File: src/rtl/se_rgb_pkg.sv
// Package: shared constants for the shared-exponent RGB decoder.
// Assumes single-precision outputs (8-bit exponent, 23-bit fraction).
package se_rgb_pkg;

    // Single-precision field geometry
    localparam int FP_W      = 32;
    localparam int FP_EXP_W  = 8;
    localparam int FP_FRAC_W = 23;
    localparam int FP_BIAS   = 127;

    // Bit pattern of +1.0, used for the constant alpha channel
    localparam logic [FP_W-1:0] FP_ONE = 32'h3F80_0000;

    // Number of colour channels in a packed word
    localparam int NUM_CH = 3;

endpackage

File: src/rtl/se_lzc.sv
// Module: leading-zero counter for a W-bit unsigned value.
// Gives the number of zeros above the most significant one, plus a flag
// for an all-zero input (the count then equals W).
// Assumes W >= 2. Purely combinational.
module se_lzc #(
    parameter int W = 9,
    localparam int CNT_W = $clog2(W + 1)
) (
    input  logic [W-1:0]     value,
    output logic [CNT_W-1:0] count,
    output logic             is_zero
);

    // Scan upward from the LSB; the highest set bit assigns last and wins
    always_comb begin
        count   = CNT_W'(W);
        is_zero = 1'b1;
        for (int i = 0; i < W; i++) begin
            if (value[i]) begin
                count   = CNT_W'(W - 1 - i);
                is_zero = 1'b0;
            end
        end
    end

endmodule

File: src/rtl/se_chan_cvt.sv
// Module: converts one unsigned channel integer and a shared scale code
// into a single-precision bit pattern equal to mant * 2^(sexp - BIAS - MANT_W).
// Assumes the result is always a normal float (true for the default
// widths) and MANT_W - 1 <= 23, so the conversion never rounds.
// Purely combinational.
module se_chan_cvt
    import se_rgb_pkg::*;
#(
    parameter int MANT_W   = 9,
    parameter int EXP_W    = 5,
    parameter int EXP_BIAS = 15,
    localparam int LZ_W    = $clog2(MANT_W + 1),
    // Float exponent of a value whose leading one sits at the MSB of the
    // integer while the scale code is zero: FP_BIAS - EXP_BIAS - MANT_W + (MANT_W - 1)
    localparam int EXP_OFS = FP_BIAS - EXP_BIAS - 1,
    localparam int PAD_W   = FP_FRAC_W - (MANT_W - 1)
) (
    input  logic [MANT_W-1:0] mant,
    input  logic [EXP_W-1:0]  sexp,
    output logic [FP_W-1:0]   fp
);

    logic [LZ_W-1:0]      lz;
    logic                 mant_zero;
    logic [MANT_W-1:0]    norm;
    logic [FP_EXP_W-1:0]  fexp;
    logic [FP_FRAC_W-1:0] frac;

    // Locate the leading one of the channel integer
    se_lzc #(
        .W (MANT_W)
    ) u_lzc (
        .value   (mant),
        .count   (lz),
        .is_zero (mant_zero)
    );

    // Left-justify the integer so the leading one reaches the MSB
    always_comb begin
        norm = mant << lz;
    end

    // Build the biased exponent from the scale code and leading-one position
    always_comb begin
        fexp = FP_EXP_W'(EXP_OFS) + FP_EXP_W'(sexp) - FP_EXP_W'(lz);
    end

    // Drop the now-implicit leading one and pad the fraction on the right
    always_comb begin
        frac = {norm[MANT_W-2:0], {PAD_W{1'b0}}};
    end

    // Assemble the float; zero integer (no leading one) yields +0.0
    always_comb begin
        if (mant_zero || !norm[MANT_W-1]) begin
            fp = '0;
        end else begin
            fp = {1'b0, fexp, frac};
        end
    end

endmodule

File: src/rtl/se_field_split.sv
// Module: separates a packed shared-exponent word into its channel
// integers and the common scale code. Channel k occupies bits
// [k*MANT_W +: MANT_W]; the scale code sits above all channels.
// Purely combinational.
module se_field_split
    import se_rgb_pkg::*;
#(
    parameter int MANT_W = 9,
    parameter int EXP_W  = 5,
    localparam int WORD_W = NUM_CH * MANT_W + EXP_W
) (
    input  logic [WORD_W-1:0]             word,
    output logic [NUM_CH-1:0][MANT_W-1:0] mants,
    output logic [EXP_W-1:0]              sexp
);

    // One slice per channel, lowest channel in the lowest bits
    for (genvar k = 0; k < NUM_CH; k++) begin : g_slice
        always_comb begin
            mants[k] = word[k*MANT_W +: MANT_W];
        end
    end

    // Scale code shared by every channel
    always_comb begin
        sexp = word[WORD_W-1 -: EXP_W];
    end

endmodule

File: src/rtl/shared_exp_rgb_decoder.sv
// Module: top of the shared-exponent RGB decoder. Splits the packed word,
// converts each channel to single precision in parallel and registers the
// four results with a one-cycle valid.
// Assumes synchronous active-low reset; default widths give a 32-bit word.
module shared_exp_rgb_decoder
    import se_rgb_pkg::*;
#(
    parameter int MANT_W   = 9,
    parameter int EXP_W    = 5,
    parameter int EXP_BIAS = 15,
    localparam int WORD_W  = NUM_CH * MANT_W + EXP_W
) (
    input  logic              clk,
    input  logic              rst_n,
    input  logic              in_valid,
    input  logic [WORD_W-1:0] in_word,
    output logic              out_valid,
    output logic [FP_W-1:0]   out_r,
    output logic [FP_W-1:0]   out_g,
    output logic [FP_W-1:0]   out_b,
    output logic [FP_W-1:0]   out_a
);

    logic [NUM_CH-1:0][MANT_W-1:0] mants;
    logic [EXP_W-1:0]              sexp;
    logic [NUM_CH-1:0][FP_W-1:0]   fp_next;
    logic [NUM_CH-1:0][FP_W-1:0]   fp_q;
    logic [FP_W-1:0]               alpha_q;
    logic                          valid_q;

    // Field extraction
    se_field_split #(
        .MANT_W (MANT_W),
        .EXP_W  (EXP_W)
    ) u_split (
        .word  (in_word),
        .mants (mants),
        .sexp  (sexp)
    );

    // One converter per colour channel
    for (genvar k = 0; k < NUM_CH; k++) begin : g_chan
        se_chan_cvt #(
            .MANT_W   (MANT_W),
            .EXP_W    (EXP_W),
            .EXP_BIAS (EXP_BIAS)
        ) u_cvt (
            .mant (mants[k]),
            .sexp (sexp),
            .fp   (fp_next[k])
        );
    end

    // Valid pipeline: one cycle from input to output
    always_ff @(posedge clk) begin
        if (!rst_n) begin
            valid_q <= 1'b0;
        end else begin
            valid_q <= in_valid;
        end
    end

    // Result registers load only on an accepted word and hold otherwise
    always_ff @(posedge clk) begin
        if (!rst_n) begin
            fp_q    <= '0;
            alpha_q <= '0;
        end else if (in_valid) begin
            fp_q    <= fp_next;
            alpha_q <= FP_ONE;
        end
    end

    // Drive the ports
    always_comb begin
        out_valid = valid_q;
        out_r     = fp_q[0];
        out_g     = fp_q[1];
        out_b     = fp_q[2];
        out_a     = alpha_q;
    end

endmodule

File: config.mk
export PLATFORM = sky130hd
export DESIGN_NAME = shared_exp_rgb_decoder
export DESIGN_NICKNAME = d
export VERILOG_FILES = /design/src/rtl/se_rgb_pkg.sv /design/src/rtl/se_lzc.sv /design/src/rtl/se_chan_cvt.sv /design/src/rtl/se_field_split.sv /design/src/rtl/shared_exp_rgb_decoder.sv
export SDC_FILE = /design/constraint.sdc
export NUM_CORES = 1
export LEC_CHECK = 0
export ABC_AREA = 1
export BUFFER_PORTS_ARGS = -buffer_cell sky130_fd_sc_hd__buf_2
export CORE_ASPECT_RATIO = 1.25
export CORE_UTILIZATION = 36
export DETAILED_ROUTE_END_ITERATION = 8
export HOLD_SLACK_MARGIN = 0.03
export SETUP_SLACK_MARGIN = 0.5
export SYNTH_ARGS = -nofsm -noshare
export SYNTH_HDL_FRONTEND = slang
export SYNTH_SLANG_ARGS = --single-unit
export TNS_END_PERCENT = 1
File: constraint.sdc
create_clock -name clk -period 5.55 [get_ports clk]
set_clock_uncertainty 0.2 [all_clocks]
set_input_delay 0 -clock clk [delete_from_list [all_inputs] [get_ports clk]]
set_output_delay 0 -clock clk [all_outputs]
set_load 0.1 [all_outputs]
# Word-level counts from Yosys, hierarchy flattened
# Index checks and enable logic that the tools add are counted.
op_classes:
  add_sub_neg: 4
  shift: 3
  n_reduce_logical: 6
  muxes: 57
op_table:
  columns: ["operator", "n"]
  rows:
  - ["$mux W4", 24]
  - ["$mux W31", 3]
  - ["$mux W1", 30]
  - ["$shl A9 B4 Y9", 3]
  - ["$sub A8 B4 Y8", 3]
  - ["$add A7 B5 Y8 const A", 1]
  - ["$logic_not A1 Y1", 3]
  - ["$logic_or A1 B1 Y1", 3]
word_totals:
  elab_cells: 75
  out_inout_bits: 129
  in_bits: 35
  reg_bits: 98

# Depth between registers and ports, before layout
# Gate-level depths: netlist of run 1.
logic_depth:
  word_depth: 13
  ltp_mapped: 16
  ltp_nobuf: 16

# Modules after synthesis
# Synthesis of run 1 repeated with hierarchy kept, for this count alone.
unflattened:
  cells_unflattened: 1143
  area_unflattened_um2: 7398.3
modules_own_cells:
  columns: ["module", "seq_area_each_um2", "cells_each", "area_each_um2", "n_inst"]
  rows:
  - ["shared_exp_rgb_decoder", 1961.9, 646, 4185.3, 1]
  - ["se_chan_cvt", 0.0, 131, 883.3, 3]
  - ["se_lzc", 0.0, 24, 107.6, 3]
  - ["se_field_split", 0.0, 32, 240.2, 1]

# Worst setup path before layout of run 1
# Ideal clock, no wire load.
synth_path:
  kind: "input to register"
  startpoint: "in in_word[11]"
  endpoint: "reg fp_q, in the netlist out_g[27]"
  setup_time_ps: 118
  t_arrival_ps: 1597
  t_required_ps: 5232
  n_path_buf: 0
  path_slack_ps: 3635
  stages: 12
  cell_sequence: "inv_1 nand2_1 nor3_1 nor2_2 nor2_1 inv_1 ha_1 nand2_1 nor2_1 a211oi_1 xor2_1 o21ai_2"
synth_via:
  elab_chain_cells: 11
  word_cells_on_any_way: 19
  classes_between: "add/sub (1); shift (1); mux (15); reduce/logical (2)"
synth_lines:
  columns: ["item", "line", "text"]
  rows:
  - ["start, declared", "shared_exp_rgb_decoder.sv:16", "input logic [WORD_W-1:0] in_word,"]
  - ["branches (longest 10 deep; another with $sub A8 B4 Y8)", null, null]
  - ["$mux W31 (*)", "se_chan_cvt.sv:55", "if (mant_zero || !norm[MANT_W-1]) begin"]
  - ["end signal, assigned", "shared_exp_rgb_decoder.sv:69", "fp_q <= fp_next;"]
  - ["end, declared", "shared_exp_rgb_decoder.sv:27", "logic [NUM_CH-1:0][FP_W-1:0] fp_q;"]
# Every way passes the cells marked *.
# A chain may end at the register's enable or synchronous reset.

# Worst setup path in the final report of run 1
layout_path:
  startpoint: "in in_word[10]"
  endpoint: "reg fp_q, in the netlist out_g[29]"
layout_via:
  elab_chain_cells: 12
  word_cells_on_any_way: 21
  classes_between: "add/sub (1); shift (1); mux (17); reduce/logical (2)"
layout_lines:
  columns: ["item", "line"]
  rows:
  - ["branches (longest 11 deep; another with $sub A8 B4 Y8)", null]
  - ["$mux W31 (*)", "se_chan_cvt.sv:55"]
# Marks and branches as above.

==> flow_summary.html, run 1 <==
<table>
<tr><th>Metric</th><th>Value</th></tr>
<tr><th colspan="2">Clock tree</th></tr>
<tr><td>Clock insertion delay at the later pin of the skew report</td><td>0.30 ns</td></tr>
<tr><td>Inserted Clock Buffers</td><td>5</td></tr>
<tr><td>Root buffer cell</td><td>sky130_fd_sc_hd__clkbuf_16</td></tr>
<tr><td>Clock sink count</td><td>50</td></tr>
<tr><td>Clock Pin Slew Worst Setup and Hold Paths</td><td>around 0.070 ns</td></tr>
<tr><td>Post-CTS Setup Bufs</td><td>0</td></tr>
<tr><td>CTS tree</td><td>done</td></tr>
<tr><td>H-tree lvl count</td><td>2</td></tr>
<tr><td>CTS resizes</td><td>0</td></tr>
<tr><td>Hold-fix buffer count after cts</td><td>17</td></tr>
<tr><td>Maximum number of buffers from clock root to sink</td><td>2</td></tr>
<tr><th colspan="2">Logic synthesis</th></tr>
<tr><td>Cell type contributing the most total cell area after synthesis</td><td>sky130_fd_sc_hd__dfxtp_1</td></tr>
<tr><td>Share of the synthesized area in compound gates (AO/OA/AOI/OAI)</td><td>a little under a tenth</td></tr>
<tr><td>Mean post-synth cell area</td><td>slightly below 7 µm²</td></tr>
<tr><td>Share of the synthesized area in the top cell type</td><td>25.5%</td></tr>
<tr><td>Yosys cell types</td><td>33</td></tr>
<tr><td>Combinational family with the most area after synthesis</td><td>simple AND/OR/NAND/NOR gates</td></tr>
<tr><td>Biggest area contributors in the synthesized netlist</td><td>sky130_fd_sc_hd__dfxtp_1 (26%), sky130_fd_sc_hd__buf_4 (15%), sky130_fd_sc_hd__nand2_1 (14%)</td></tr>
<tr><td>Post-synthesis xor/xnor area fraction</td><td>under 10%</td></tr>
<tr><td>Number of enable flip-flop cells after synthesis</td><td>0</td></tr>
<tr><td>Async S/R FF share, synth</td><td>0%</td></tr>
<tr><td>Sequential element share of the synthesized area</td><td>25.5%</td></tr>
<tr><td>Post-synthesis cell count</td><td>574</td></tr>
<tr><td>Post-synthesis mux area share</td><td>0%</td></tr>
<tr><td>#FFs+latches synth</td><td>50</td></tr>
<tr><td>Count leader, synth</td><td>sky130_fd_sc_hd__nand2_1</td></tr>
<tr><td>Cell area after technology mapping</td><td>just under 0.004 mm²</td></tr>
<tr><td>Post-synthesis share of cell area spent on and, or, nand and nor gates</td><td>a little over a third</td></tr>
<tr><td>Post-synthesis adder-cell area fraction</td><td>about 6.6%</td></tr>
<tr><td>Ranking of synthesized cells by instance count</td><td>sky130_fd_sc_hd__nand2_1 (145), sky130_fd_sc_hd__nand3_1 (85), sky130_fd_sc_hd__buf_4 (79)</td></tr>
<tr><td>Count of yosys warnings during synthesis</td><td>0</td></tr>
<tr><td>Prevailing post-synth register cell</td><td>sky130_fd_sc_hd__dfxtp_1</td></tr>
<tr><th colspan="2">Floorplanning</th></tr>
<tr><td>Row Count</td><td>42</td></tr>
<tr><td>Core region area</td><td>between 0.01 and 0.015 mm²</td></tr>
<tr><td>Count of boundary I/O pins</td><td>about 160</td></tr>
<tr><td>Area of the die</td><td>0.0113 mm²</td></tr>
<tr><td>Die X-Extent</td><td>around 95 µm</td></tr>
<tr><td>Starting utilization of the core area</td><td>approximately 37%</td></tr>
<tr><td>Die Height</td><td>119 µm</td></tr>
<tr><th colspan="2">Routing</th></tr>
<tr><td>Initial DRC count</td><td>191</td></tr>
<tr><td>Detailed-routing iteration count for the pre-antenna-repair pass</td><td>4</td></tr>
<tr><td>Final antenna-violating net count</td><td>0</td></tr>
<tr><td>Avg WL per Cell</td><td>roughly 12 µm</td></tr>
<tr><td>Total length of routed wires</td><td>slightly below 10,000 µm</td></tr>
<tr><td>Detail-routed via count per cell</td><td>4.67</td></tr>
<tr><td>DRC</td><td>0</td></tr>
<tr><td>Total vias in the final route</td><td>between 3,000 and 4,000</td></tr>
<tr><th colspan="2">STA</th></tr>
<tr><td>Final max-slew violation count</td><td>0</td></tr>
<tr><td>Final TNS setup</td><td>0 ns</td></tr>
<tr><td>Fin crit period</td><td>3.03 ns</td></tr>
<tr><td>Total setup violations reported at the end of the flow</td><td>0</td></tr>
<tr><td>Relative slew margins</td><td>around 27%</td></tr>
<tr><td>Maximum achievable frequency</td><td>between 300 and 400 MHz</td></tr>
<tr><td>Setup repair after global routing missed its margin</td><td>no</td></tr>
<tr><td>Final critical-path share of the clock period</td><td>roughly 55%</td></tr>
<tr><td>Final hold slack</td><td>around 0.027 ns</td></tr>
<tr><td>Final number of hold-violating endpoints</td><td>0</td></tr>
<tr><td>Slew @ Worst Pin</td><td>approximately 1.1 ns</td></tr>
<tr><th colspan="2">Global route</th></tr>
<tr><td>Total global routing track utilization</td><td>17.8%</td></tr>
<tr><td>First-pass GRT wire length</td><td>15,900 µm</td></tr>
<tr><td>Number of global-route vias before repair</td><td>between 3,000 and 4,000</td></tr>
<tr><td>Number of antenna violations at the first check in global routing</td><td>0</td></tr>
<tr><td>GRT Residual Overflow</td><td>0</td></tr>
<tr><td>Largest net degree at the start of global routing</td><td>48</td></tr>
<tr><th colspan="2">Setup path</th></tr>
<tr><td>Type of the worst setup path</td><td>primary input to flop</td></tr>
<tr><td>Startpoint of the worst setup timing path</td><td>in_word[10]</td></tr>
<tr><td>Capturing element type of the critical path</td><td>flop</td></tr>
<tr><td>Startpoint types</td><td>primary input</td></tr>
<tr><td>Launch point of the worst reg-to-reg path</td><td>out_g[15]</td></tr>
<tr><td>Cell at the slowest stage of the critical path</td><td>sky130_fd_sc_hd__dlygate4sd3_1</td></tr>
<tr><td>Critical path's largest stage delay</td><td>between 0.5 and 0.6 ns</td></tr>
<tr><td>Top fanout value on the critical path</td><td>5</td></tr>
<tr><td>Crit path DAT</td><td>~3.1 ns</td></tr>
<tr><td>Critical path cell sequence</td><td>dlygate4sd3_1 &gt; buf_2 &gt; inv_1 &gt; nand2_1 &gt; nor3_1 &gt; nor2_2 &gt; nor2_1 &gt; inv_1 &gt; ha_1 &gt; nand2_1 &gt; nor2_1 &gt; a211oi_1 &gt; a21oi_1 &gt; dlygate4sd3_1 &gt; o21ai_2</td></tr>
<tr><td>Critical Path RT</td><td>between 5 and 6 ns</td></tr>
<tr><th colspan="2">Worst hold path</th></tr>
<tr><td>Classification of the worst-slack hold path</td><td>primary input to flop</td></tr>
<tr><td>Worst Min Path Start</td><td>in_word[23]</td></tr>
<tr><th colspan="2">Power</th></tr>
<tr><td>Int Power</td><td>around 0.68 mW</td></tr>
<tr><td>Worst VDD drop</td><td>around 0.16 mV</td></tr>
<tr><td>Leak Pwr</td><td>2.43 nW</td></tr>
<tr><td>Combinational share of power</td><td>between 50% and 60%</td></tr>
<tr><td>Fraction of power consumed by the clock network</td><td>a little over a fifth</td></tr>
<tr><td>Sequential share of power</td><td>between 20% and 30%</td></tr>
<tr><td>Power Density</td><td>329 mW/mm²</td></tr>
<tr><td>NetSw</td><td>approximately 0.80 mW</td></tr>
<tr><td>Net switching fraction of the power</td><td>53.8%</td></tr>
<tr><th colspan="2">Layout</th></tr>
<tr><td>Antenna fix cells</td><td>0</td></tr>
<tr><td>Filler-free cell count of the finished design</td><td>~800</td></tr>
<tr><td>Post-layout instance area</td><td>about 0.0045 mm²</td></tr>
<tr><td>Total number of nets in the final design</td><td>around 730</td></tr>
<tr><td>Share of final-layout standard cells stronger than drive strength 1</td><td>about a fifth</td></tr>
<tr><td>Relative area change from synthesis to final layout</td><td>15.1%</td></tr>
<tr><th colspan="2">Placed design</th></tr>
<tr><td>Half-perimeter wire length after detailed placement</td><td>just under 8000 µm</td></tr>
<tr><td>Number of cells after detailed placement</td><td>782</td></tr>
<tr><td>IO Port Bufs</td><td>90</td></tr>
<tr><td>Post-detailed-placement cell area</td><td>around 0.0042 mm²</td></tr>
<tr><td>Global placer's final weighted congestion</td><td>approximately 0.86</td></tr>
<tr><th colspan="2">Job</th></tr>
<tr><td>Number of max-capacitance violations reported</td><td>0</td></tr>
<tr><th colspan="2">Run status</th></tr>
<tr><td>Run status</td><td>completed</td></tr>
</table>
## path summary, 6_finish.rpt
kind / to / cells past startpoint / slack, ns
worst max-delay path: out_g[29] / 15 / 2.52
worst min-delay path: out_b[21] / 7 / 0.03
worst max register to register: out_g[15] / 3 / 4.21
worst min register to register: out_g[17] / 2 / 0.25
## registers in the layout, indices dropped and copies added (netlist names)
signal / flops
out_r: 16
out_g: 16
out_b: 16
out_valid: 1
out_a: 1
## cell usage in the layout (no fill, tap or decap), types with 3 or more instances in the layout
master | netlist | routed
sky130_fd_sc_hd__xor2_1 | 6 | 6
sky130_fd_sc_hd__dfxtp_1 | 50 | 50
sky130_fd_sc_hd__conb_1 | 1 | 73
sky130_fd_sc_hd__nand3_1 | 85 | 85
sky130_fd_sc_hd__nand2_1 | 145 | 145
sky130_fd_sc_hd__inv_1 | 50 | 50
sky130_fd_sc_hd__a21oi_1 | 7 | 7
sky130_fd_sc_hd__clkbuf_16 | 0 | 5
sky130_fd_sc_hd__o21ai_2 | 14 | 14
sky130_fd_sc_hd__ha_1 | 16 | 16
sky130_fd_sc_hd__o21ai_0 | 15 | 15
sky130_fd_sc_hd__o21ai_1 | 5 | 5
sky130_fd_sc_hd__dlygate4sd3_1 | 0 | 17
sky130_fd_sc_hd__nand2_4 | 7 | 7
sky130_fd_sc_hd__nand2_2 | 10 | 10
sky130_fd_sc_hd__o31ai_1 | 6 | 6
sky130_fd_sc_hd__nand4_1 | 11 | 11
sky130_fd_sc_hd__nor2_2 | 8 | 8
sky130_fd_sc_hd__nor2_1 | 30 | 29
sky130_fd_sc_hd__buf_2 | 6 | 90
sky130_fd_sc_hd__fa_1 | 3 | 3
sky130_fd_sc_hd__nor3_1 | 3 | 3
## cells by family (layout without fill, tap and decap cells)
group | after synthesis | count (layout)
AO/OA/AOI/OAI | 53 | 53
XOR/XNOR | 8 | 8
adder cells (fa/ha/maj) | 19 | 19
buffers and inverters | 140 | 169
flip-flops | 50 | 50
other | 1 | 73
AND/OR/NAND/NOR | 303 | 303
## metrics by stage
step / util, % / power, mW / worst slack [ns]
finish: 42.5 / 1.48 / 2.52
global route: 42.5 / 1.55 / 2.24
CTS: 42.5 / 1.49 / 2.51
detailed placement: 39.4 / 1.16 / 3.12
global placement: 39.4 / 1.15 / 3.13
floorplan: - / 1.10 / 3.64
## power groups by stage
stage / Clock [mW] / Sequential, mW / Combinational (mW)
after floorplan: 0 / 0.645 / 0.458
after global placement: 0 / 0.416 / 0.737
after detailed placement: 0 / 0.417 / 0.738
after CTS: 0.332 / 0.409 / 0.749
after global routing: 0.346 / 0.412 / 0.789
final: 0.325 / 0.408 / 0.749
## worst max-delay path, delay by kind of cell
kind	cells	cell delay, ns
AOI/OAI and AO/OA	3	0.54
adders and majority gates	1	0.34
buffers and inverters	5	1.45
and+or+nand+nor	6	0.76
## routing by layer
metal | up-vias | track usage [%] | routed length (µm)
met4 | 0 | 7.77 | 252
met3 | 20 | 2.12 | 454
met1 | 1694 | 20.6 | 4040
met5 | - | 0 | 0
li1 | 1919 | - | -
met2 | 135 | 31.7 | 5090
## area by class of cell
class,instances,area [µm²]
clock buffers,6,139
clock inverters,2,16.3
fillers,1147,6100
inverters,54,203
multi-input cells,456,2370
flip-flops and latches,50,1000
well taps,132,165
repair buffers,107,621
Note: power is estimated with default switching activity, not from simulation.
==> run 2, diff against run 1 <==
clock period = 3.1 ns   (was 5.55 ns; I/O delays follow)
==> run 2 against run 1 <==
Net effect: combinational power grew 80%; via count grew 0.58%; global-route usage grew 0.083 points; largest power group unchanged; highest routed layer unchanged.
==> flow_summary.html, run 2 (same netlist as run 1, synthesis figures left out) <==
<table>
<tr><th>Metric</th><th>Value</th></tr>
<tr><th colspan="2">Setup path</th></tr>
<tr><td>Startpoint types</td><td>primary input</td></tr>
<tr><td>Type of the worst setup path</td><td>primary input to flop</td></tr>
<tr><td>Cell at the slowest stage of the critical path</td><td>sky130_fd_sc_hd__dlygate4sd3_1</td></tr>
<tr><td>Crit path DAT</td><td>2.55 ns (-0.52 ns)</td></tr>
<tr><td>Total buffers and inverters traversed by the critical path</td><td>4 (-1)</td></tr>
<tr><td>Top fanout value on the critical path</td><td>5 (unchanged)</td></tr>
<tr><td>Critical path cell sequence</td><td>dlygate4sd3_1 &gt; buf_2 &gt; inv_1 &gt; nand2_1 &gt; nor3_1 &gt; nor2_2 &gt; nor2_1 &gt; inv_1 &gt; ha_1 &gt; nand2_1 &gt; nor2_1 &gt; a211oi_1 &gt; xor2_1 &gt; o21ai_2</td></tr>
<tr><td>Critical path's largest stage delay</td><td>0.53 ns (-0.06 ns)</td></tr>
<tr><td>Largest delay share family, worst path</td><td>buffers and inverters</td></tr>
<tr><td>Launch point of the worst reg-to-reg path</td><td>out_b[16]</td></tr>
<tr><td>Flop2flop setup slack</td><td>1.78 ns (-2.43 ns)</td></tr>
<tr><td>Worst reg2reg endpoint</td><td>out_b[16]</td></tr>
<tr><td>Critical Path RT</td><td>3.09 ns (-2.50 ns)</td></tr>
<tr><td>Capturing element type of the critical path</td><td>flop</td></tr>
<tr><td>Worst Reg-to-Reg Cells</td><td>3 (unchanged)</td></tr>
<tr><th colspan="2">Clock tree</th></tr>
<tr><td>Clock insertion delay at the later pin of the skew report</td><td>0.30 ns (about the same)</td></tr>
<tr><td>Maximum number of buffers from clock root to sink</td><td>2 (unchanged)</td></tr>
<tr><td>Clock sink count</td><td>50 (unchanged)</td></tr>
<tr><td>Clock Pin Slew Worst Setup and Hold Paths</td><td>0.07 ns (about the same)</td></tr>
<tr><td>H-tree lvl count</td><td>2 (unchanged)</td></tr>
<tr><td>Inserted Clock Buffers</td><td>5 (unchanged)</td></tr>
<tr><td>CTS tree</td><td>done</td></tr>
<tr><td>Root buffer cell</td><td>sky130_fd_sc_hd__clkbuf_16</td></tr>
<tr><th colspan="2">Power</th></tr>
<tr><td>Int Power</td><td>1.23 mW (+79%)</td></tr>
<tr><td>Fraction of power consumed by the clock network</td><td>21.8% (about the same)</td></tr>
<tr><td>NetSw</td><td>1.43 mW (+79%)</td></tr>
<tr><td>Leak Pwr</td><td>2.45 nW (+0.88%)</td></tr>
<tr><td>Worst VDD drop</td><td>0.297 mV (+90%)</td></tr>
<tr><td>Combinational share of power</td><td>50.7% (+0.2 points)</td></tr>
<tr><td>Sequential share of power</td><td>27.6% (about the same)</td></tr>
<tr><td>Net switching fraction of the power</td><td>53.8% (-0.061 points)</td></tr>
<tr><td>Power Density</td><td>585 mW/mm² (+78%)</td></tr>
<tr><th colspan="2">Run status</th></tr>
<tr><td>Run status</td><td>completed</td></tr>
<tr><th colspan="2">Floorplanning</th></tr>
<tr><td>Starting utilization of the core area</td><td>36.9% (unchanged)</td></tr>
<tr><td>Die Height</td><td>119 µm (unchanged)</td></tr>
<tr><td>Count of boundary I/O pins</td><td>164 (unchanged)</td></tr>
<tr><td>Row Count</td><td>42 (unchanged)</td></tr>
<tr><td>Area of the die</td><td>0.0113 mm² (unchanged)</td></tr>
<tr><td>Core region area</td><td>0.0106 mm² (unchanged)</td></tr>
<tr><td>Die X-Extent</td><td>95.3 µm (unchanged)</td></tr>
<tr><th colspan="2">Global route</th></tr>
<tr><td>Number of antenna violations at the first check in global routing</td><td>0 (unchanged)</td></tr>
<tr><td>Number of global-route vias before repair</td><td>3,466 (-1.5%)</td></tr>
<tr><td>Total global routing track utilization</td><td>17.8% (+0.083 points)</td></tr>
<tr><td>Largest net degree at the start of global routing</td><td>30 (-38%)</td></tr>
<tr><td>First-pass GRT wire length</td><td>15,900 µm (unchanged)</td></tr>
<tr><td>GRT Residual Overflow</td><td>0 (unchanged)</td></tr>
<tr><th colspan="2">Placed design</th></tr>
<tr><td>Post-detailed-placement cell area</td><td>0.00419 mm² (+0.18%)</td></tr>
<tr><td>Worst setup slack before clock tree synthesis</td><td>0.680 ns (-2.44 ns)</td></tr>
<tr><td>IO Port Bufs</td><td>90 (unchanged)</td></tr>
<tr><td>Global placer's final weighted congestion</td><td>0.865 (+0.25%)</td></tr>
<tr><td>Half-perimeter wire length after detailed placement</td><td>7840 µm (+1.1%)</td></tr>
<tr><td>Number of cells after detailed placement</td><td>783 (+0.13%)</td></tr>
<tr><th colspan="2">Worst hold path</th></tr>
<tr><td>Classification of the worst-slack hold path</td><td>primary input to flop</td></tr>
<tr><td>Hold endpoint</td><td>out_b[22]</td></tr>
<tr><td>Cell depth of the worst min-delay path</td><td>7 (unchanged)</td></tr>
<tr><td>Worst Min Path Start</td><td>in_word[22]</td></tr>
<tr><th colspan="2">STA</th></tr>
<tr><td>Setup repair after global routing missed its margin</td><td>yes</td></tr>
<tr><td>Final critical-path share of the clock period</td><td>82.6%</td></tr>
<tr><td>Total setup violations reported at the end of the flow</td><td>0 (unchanged)</td></tr>
<tr><td>Fin crit period</td><td>around 2.6 ns</td></tr>
<tr><td>Final TNS setup</td><td>0 ns (unchanged)</td></tr>
<tr><td>Final max-slew violation count</td><td>0 (unchanged)</td></tr>
<tr><td>Maximum achievable frequency</td><td>roughly 400 MHz</td></tr>
<tr><td>Final number of hold-violating endpoints</td><td>0 (unchanged)</td></tr>
<tr><td>Crit path setup slack, layout</td><td>0.539 ns (-1.98 ns)</td></tr>
<tr><th colspan="2">Routing</th></tr>
<tr><td>Detailed-routing iteration count for the pre-antenna-repair pass</td><td>4 (unchanged)</td></tr>
<tr><td>Total vias in the final route</td><td>3,790 (+0.58%)</td></tr>
<tr><td>Avg WL per Cell</td><td>12.4 µm (+1.6%)</td></tr>
<tr><td>DRC</td><td>0 (unchanged)</td></tr>
<tr><td>Total length of routed wires</td><td>10,000 µm (+2.1%)</td></tr>
<tr><td>Detail-routed via count per cell</td><td>4.67 (about the same)</td></tr>
<tr><td>Final antenna-violating net count</td><td>0 (unchanged)</td></tr>
<tr><td>Initial DRC count</td><td>208 (+8.9%)</td></tr>
<tr><th colspan="2">Layout</th></tr>
<tr><td>Filler-free cell count of the finished design</td><td>811 (+0.50%)</td></tr>
<tr><td>Commonest non-fill, non-tap cell in the layout</td><td>sky130_fd_sc_hd__nand2_1</td></tr>
<tr><td>Antenna fix cells</td><td>0 (unchanged)</td></tr>
<tr><td>Most used cells in the layout excluding fill and tap cells</td><td>sky130_fd_sc_hd__nand2_1 (145), sky130_fd_sc_hd__buf_2 (90), sky130_fd_sc_hd__nand3_1 (85), sky130_fd_sc_hd__conb_1 (73)</td></tr>
<tr><td>Post-layout instance area</td><td>0.00454 mm² (+0.67%)</td></tr>
<tr><td>Relative area change from synthesis to final layout</td><td>15.9%</td></tr>
<tr><td>Share of final-layout standard cells stronger than drive strength 1</td><td>21.8% (+0.46 points)</td></tr>
<tr><td>Total number of nets in the final design</td><td>732 (+0.55%)</td></tr>
<tr><th colspan="2">Job</th></tr>
<tr><td>Number of max-capacitance violations reported</td><td>0 (unchanged)</td></tr>
</table>
-- run 2: how the worst max path moves through the flow --
stage | start | end | slack (ns) | depth (start not counted)
2_1_floorplan | in_word[11] | out_g[27] | 1.19 | 12
3_3_place_gp | in_word[17] | out_g[28] | 0.69 | 12
3_5_place_dp | in_word[17] | out_g[28] | 0.68 | 12
4_1_cts | rst_n | out_b[16] | 0.52 | 8
5_1_grt | in_word[10] | out_g[27] | 0.32 | 14
6_report | in_word[10] | out_g[27] | 0.54 | 14
-- run 2: worst register-to-register path: stages (launching register included) --
cell	delay, ns
sky130_fd_sc_hd__dfxtp_1	0.32
sky130_fd_sc_hd__nand2_1	0.07
sky130_fd_sc_hd__o21ai_0	0.07
sky130_fd_sc_hd__dlygate4sd3_1	0.55
-- run 2: final cells by class --
class / count / area [µm²]
clock buffer: 6 / 139
clock inverter: 2 / 16.3
fill: 1145 / 6070
inverter: 54 / 203
multi-input combinational: 456 / 2370
sequential: 50 / 1000
tap: 132 / 165
timing repair buffer: 111 / 651
-- run 2: through the flow --
| step | utilization (%) | power, mW | hold slack (ns) |
|---|---|---|---|
| 6_report | 42.8 | 2.66 | 0.0411 |
| 2_1_floorplan | - | 1.98 | -0.00693 |
| 3_5_place_dp | 39.5 | 2.07 | 0.209 |
| 3_3_place_gp | 39.5 | 2.07 | 0.216 |
| 5_1_grt | 42.8 | 2.78 | 0.0860 |
| 4_1_cts | 42.6 | 2.67 | 0.0347 |
-- run 2: per-layer routing --
metal,share of wire (%),up-vias,track usage (%),routed length [µm]
met5,0,-,0,0
met4,2.7,0,7.48,268
met3,5.1,22,2.83,509
met2,51,124,31.3,5140
met1,41,1718,20.9,4120
li1,-,1926,-,-
-- run 2: repair_timing --
item / in CTS / in global routing
hold endpoints to repair: 36 / 0
hold buffers: 17 / 0
gates resized for setup: 0 / 0
buffers inserted: 0 / 3
endpoints found under the setup margin: 0 / 8
-- run 2: power by group through the flow --
| stage | clock (mW) | combinational, mW | sequential, mW |
|---|---|---|---|
| after floorplan | 0 | 0.820 | 1.15 |
| final | 0.578 | 1.35 | 0.732 |
| after CTS | 0.594 | 1.34 | 0.733 |
| after detailed placement | 0 | 1.32 | 0.747 |
| after global placement | 0 | 1.32 | 0.746 |
| after global routing | 0.620 | 1.42 | 0.739 |
==> run 3, diff against run 2 <==
clock period = 2.5 ns   (was 3.1 ns; I/O delays follow)
==> run 3 against run 2 <==
Net effect: clock power is 38% higher; setup slack gained 0.070 ns; total power increased by 27%; core utilization grew 0.79 points; sequential cell count did not move; sequential power is 24% higher; register-to-register slack lost 0.17 ns; non-clock buffer count grew 1; largest power group unchanged; highest routed layer unchanged.
==> flow_summary.html, run 3 (same netlist as run 1, synthesis figures left out) <==
<table>
<tr><th>Metric</th><th>Value</th></tr>
<tr><th colspan="2">Setup path</th></tr>
<tr><td>Critical Path RT</td><td>2.48 ns (-0.61 ns)</td></tr>
<tr><td>Top fanout value on the critical path</td><td>4 (-1)</td></tr>
<tr><td>Crit path DAT</td><td>1.87 ns (-0.68 ns)</td></tr>
<tr><td>Startpoint types</td><td>primary input</td></tr>
<tr><td>Type of the worst setup path</td><td>primary input to flop</td></tr>
<tr><td>Capturing element type of the critical path</td><td>flop</td></tr>
<tr><th colspan="2">Clock tree</th></tr>
<tr><td>CTS tree</td><td>done</td></tr>
<tr><td>Clock insertion delay at the later pin of the skew report</td><td>0.29 ns (about the same)</td></tr>
<tr><td>Clock sink count</td><td>50 (unchanged)</td></tr>
<tr><td>H-tree lvl count</td><td>2 (unchanged)</td></tr>
<tr><td>Inserted Clock Buffers</td><td>5 (unchanged)</td></tr>
<tr><td>Maximum number of buffers from clock root to sink</td><td>2 (unchanged)</td></tr>
<tr><td>Root buffer cell</td><td>sky130_fd_sc_hd__clkbuf_16</td></tr>
<tr><td>Clock Pin Slew Worst Setup and Hold Paths</td><td>0.06 ns (about the same)</td></tr>
<tr><th colspan="2">Routing</th></tr>
<tr><td>Total vias in the final route</td><td>3,834 (+1.2%)</td></tr>
<tr><td>Avg WL per Cell</td><td>12.2 µm (-1.4%)</td></tr>
<tr><td>Detail-routed via count per cell</td><td>4.73 (+1.2%)</td></tr>
<tr><td>Total length of routed wires</td><td>9910 µm (-1.4%)</td></tr>
<tr><td>Initial DRC count</td><td>227 (+9.1%)</td></tr>
<tr><td>Met1 wire length</td><td>4130 µm (+0.24%)</td></tr>
<tr><td>DRC</td><td>0 (unchanged)</td></tr>
<tr><td>Met3 WL</td><td>526 µm (+3.3%)</td></tr>
<tr><td>Final antenna-violating net count</td><td>0 (unchanged)</td></tr>
<tr><td>Highest metal layer with signal wires</td><td>met4</td></tr>
<tr><td>Detailed-routing iteration count for the pre-antenna-repair pass</td><td>4 (unchanged)</td></tr>
<tr><td>Detailed-routed wire length on met2</td><td>4990 µm (-2.9%)</td></tr>
<tr><th colspan="2">Placed design</th></tr>
<tr><td>Global placer's final weighted congestion</td><td>0.865 (unchanged)</td></tr>
<tr><td>Number of cells after detailed placement</td><td>785 (+0.26%)</td></tr>
<tr><td>IO Port Bufs</td><td>90 (unchanged)</td></tr>
<tr><td>Half-perimeter wire length after detailed placement</td><td>7760 µm (-1.0%)</td></tr>
<tr><th colspan="2">Global route</th></tr>
<tr><td>Number of global-route vias before repair</td><td>3,411 (-1.6%)</td></tr>
<tr><td>Number of antenna violations at the first check in global routing</td><td>0 (unchanged)</td></tr>
<tr><td>First-pass GRT wire length</td><td>15,600 µm (-1.5%)</td></tr>
<tr><td>GRT Residual Overflow</td><td>0 (unchanged)</td></tr>
<tr><td>Total global routing track utilization</td><td>17.5% (-0.38 points)</td></tr>
<tr><td>Largest net degree at the start of global routing</td><td>33 (+10%)</td></tr>
<tr><th colspan="2">STA</th></tr>
<tr><td>Final TNS setup</td><td>0 ns (unchanged)</td></tr>
<tr><td>Final max-slew violation count</td><td>0 (unchanged)</td></tr>
<tr><td>Total setup violations reported at the end of the flow</td><td>0 (unchanged)</td></tr>
<tr><td>Fin crit period</td><td>between 1.5 and 2 ns</td></tr>
<tr><td>Maximum achievable frequency</td><td>around 530 MHz</td></tr>
<tr><td>Final critical-path share of the clock period</td><td>between 70% and 80%</td></tr>
<tr><td>Final number of hold-violating endpoints</td><td>0 (unchanged)</td></tr>
<tr><td>Setup repair after global routing missed its margin</td><td>yes</td></tr>
<tr><th colspan="2">Layout</th></tr>
<tr><td>Share of final-layout standard cells stronger than drive strength 1</td><td>23.0% (+1.2 points)</td></tr>
<tr><td>Most used cells in the layout excluding fill and tap cells</td><td>sky130_fd_sc_hd__nand2_1 (145), sky130_fd_sc_hd__buf_2 (90), sky130_fd_sc_hd__nand3_1 (84), sky130_fd_sc_hd__conb_1 (73)</td></tr>
<tr><td>Filler-free cell count of the finished design</td><td>811 (unchanged)</td></tr>
<tr><td>Total number of nets in the final design</td><td>733 (+0.14%)</td></tr>
<tr><td>Filler instances</td><td>1,133 (-1.0%)</td></tr>
<tr><td>Area taken by multi-input logic gates</td><td>0.00242 mm² (+2.1%)</td></tr>
<tr><td>Antenna fix cells</td><td>0 (unchanged)</td></tr>
<tr><td>Share of the core filled with cells in the final layout</td><td>43.6% (+0.79 points)</td></tr>
<tr><td>Commonest non-fill, non-tap cell in the layout</td><td>sky130_fd_sc_hd__nand2_1</td></tr>
<tr><td>Relative area change from synthesis to final layout</td><td>18.0%</td></tr>
<tr><td>FF/Latch Area</td><td>0.00100 mm² (unchanged)</td></tr>
<tr><th colspan="2">Floorplanning</th></tr>
<tr><td>Die X-Extent</td><td>95.3 µm (unchanged)</td></tr>
<tr><td>Starting utilization of the core area</td><td>36.9% (unchanged)</td></tr>
<tr><td>Row Count</td><td>42 (unchanged)</td></tr>
<tr><td>Area of the die</td><td>0.0113 mm² (unchanged)</td></tr>
<tr><td>Die Height</td><td>119 µm (unchanged)</td></tr>
<tr><td>Count of boundary I/O pins</td><td>164 (unchanged)</td></tr>
<tr><td>Core region area</td><td>0.0106 mm² (unchanged)</td></tr>
<tr><th colspan="2">Run status</th></tr>
<tr><td>Run status</td><td>completed</td></tr>
<tr><th colspan="2">Power</th></tr>
<tr><td>Leak Pwr</td><td>2.47 nW (+0.89%)</td></tr>
<tr><td>Power Density</td><td>731 mW/mm² (+25%)</td></tr>
<tr><td>Worst VDD drop</td><td>0.353 mV (+19%)</td></tr>
<tr><th colspan="2">Job</th></tr>
<tr><td>Number of max-capacitance violations reported</td><td>0 (unchanged)</td></tr>
<tr><th colspan="2">Worst hold path</th></tr>
<tr><td>Classification of the worst-slack hold path</td><td>primary input to flop</td></tr>
</table>
[run 3: cell count changes in the layout (fill, tap and decap cells not counted), sizes merged]
cell	previous run	this run
buf	94	95
bufinv	0	1
clkinvlp	1	0
inv	53	52
[run 3: metrics by stage]
stage / power, mW / hold WS (ns) / worst slack [ns] / area [µm²]
final: 3.38 / 0.0337 / 0.610 / 4620
after detailed placement: 2.57 / 0.213 / 0.158 / 4220
after CTS: 3.39 / 0.0389 / 0.473 / 4560
after floorplan: 2.45 / -0.00693 / 0.585 / 4190
after global placement: 2.57 / 0.211 / 0.114 / 4220
after global routing: 3.52 / 0.0794 / 0.441 / 4620
[run 3: final cells by class]
cell class / instances / share of cell area [%]
Clock buffer: 6 / 3.00
Clock inverter: 1 / 0.649
Inverter: 54 / 4.38
Multi-Input combinational cell: 456 / 52.2
Sequential cell: 50 / 21.6
Tap cell: 132 / 3.57
Timing Repair Buffer: 112 / 14.5
[run 3: where the power goes]
part / leakage [nW] / switching (mW) / internal (mW)
Combinational: 1.97 / 1.42 / 0.258
Sequential: 0.412 / 0.0389 / 0.868
Clock: 0.0829 / 0.303 / 0.495
Total: 2.47 / 1.76 / 1.62
[run 3: final timing paths]
kind                                   from   endpoint  slack, ns  cells past startpoint
worst min-delay path             in_word[2]  out_r[17]       0.03                      5
worst max-delay path            in_word[11]  out_g[27]       0.61                     13
worst min register to register    out_g[21]  out_g[21]       0.25                      2
worst max register to register    out_b[15]  out_b[15]       1.61                      2
[run 3: layer usage]
| metal | global-route usage, % | up-vias |
|---|---|---|
| met3 | 2.83 | 21 |
| met2 | 30.0 | 156 |
| met5 | 0 | - |
| met1 | 20.9 | 1735 |
| met4 | 7.48 | 0 |
| li1 | - | 1922 |
[run 3: worst max-delay path, stage by stage]
cell	delay (ns)
sky130_fd_sc_hd__buf_2	0.09
sky130_fd_sc_hd__inv_1	0.10
sky130_fd_sc_hd__nand2_1	0.09
sky130_fd_sc_hd__nor3_2	0.20
sky130_fd_sc_hd__nor2_4	0.09
sky130_fd_sc_hd__nor2_2	0.19
sky130_fd_sc_hd__inv_1	0.09
sky130_fd_sc_hd__ha_1	0.33
sky130_fd_sc_hd__nand2_1	0.08
sky130_fd_sc_hd__nor2_1	0.04
sky130_fd_sc_hd__a211oi_1	0.28
sky130_fd_sc_hd__xor2_1	0.22
sky130_fd_sc_hd__o21ai_2	0.07
[run 3: what timing repair did]
action,4_1_cts,5_1_grt
hold endpoints to repair,39,0
hold buffers,17,0
buffers inserted,0,2
gates cloned,0,0
setup endpoints to repair,3,13
gates resized for setup,1,13
pin swaps,0,1
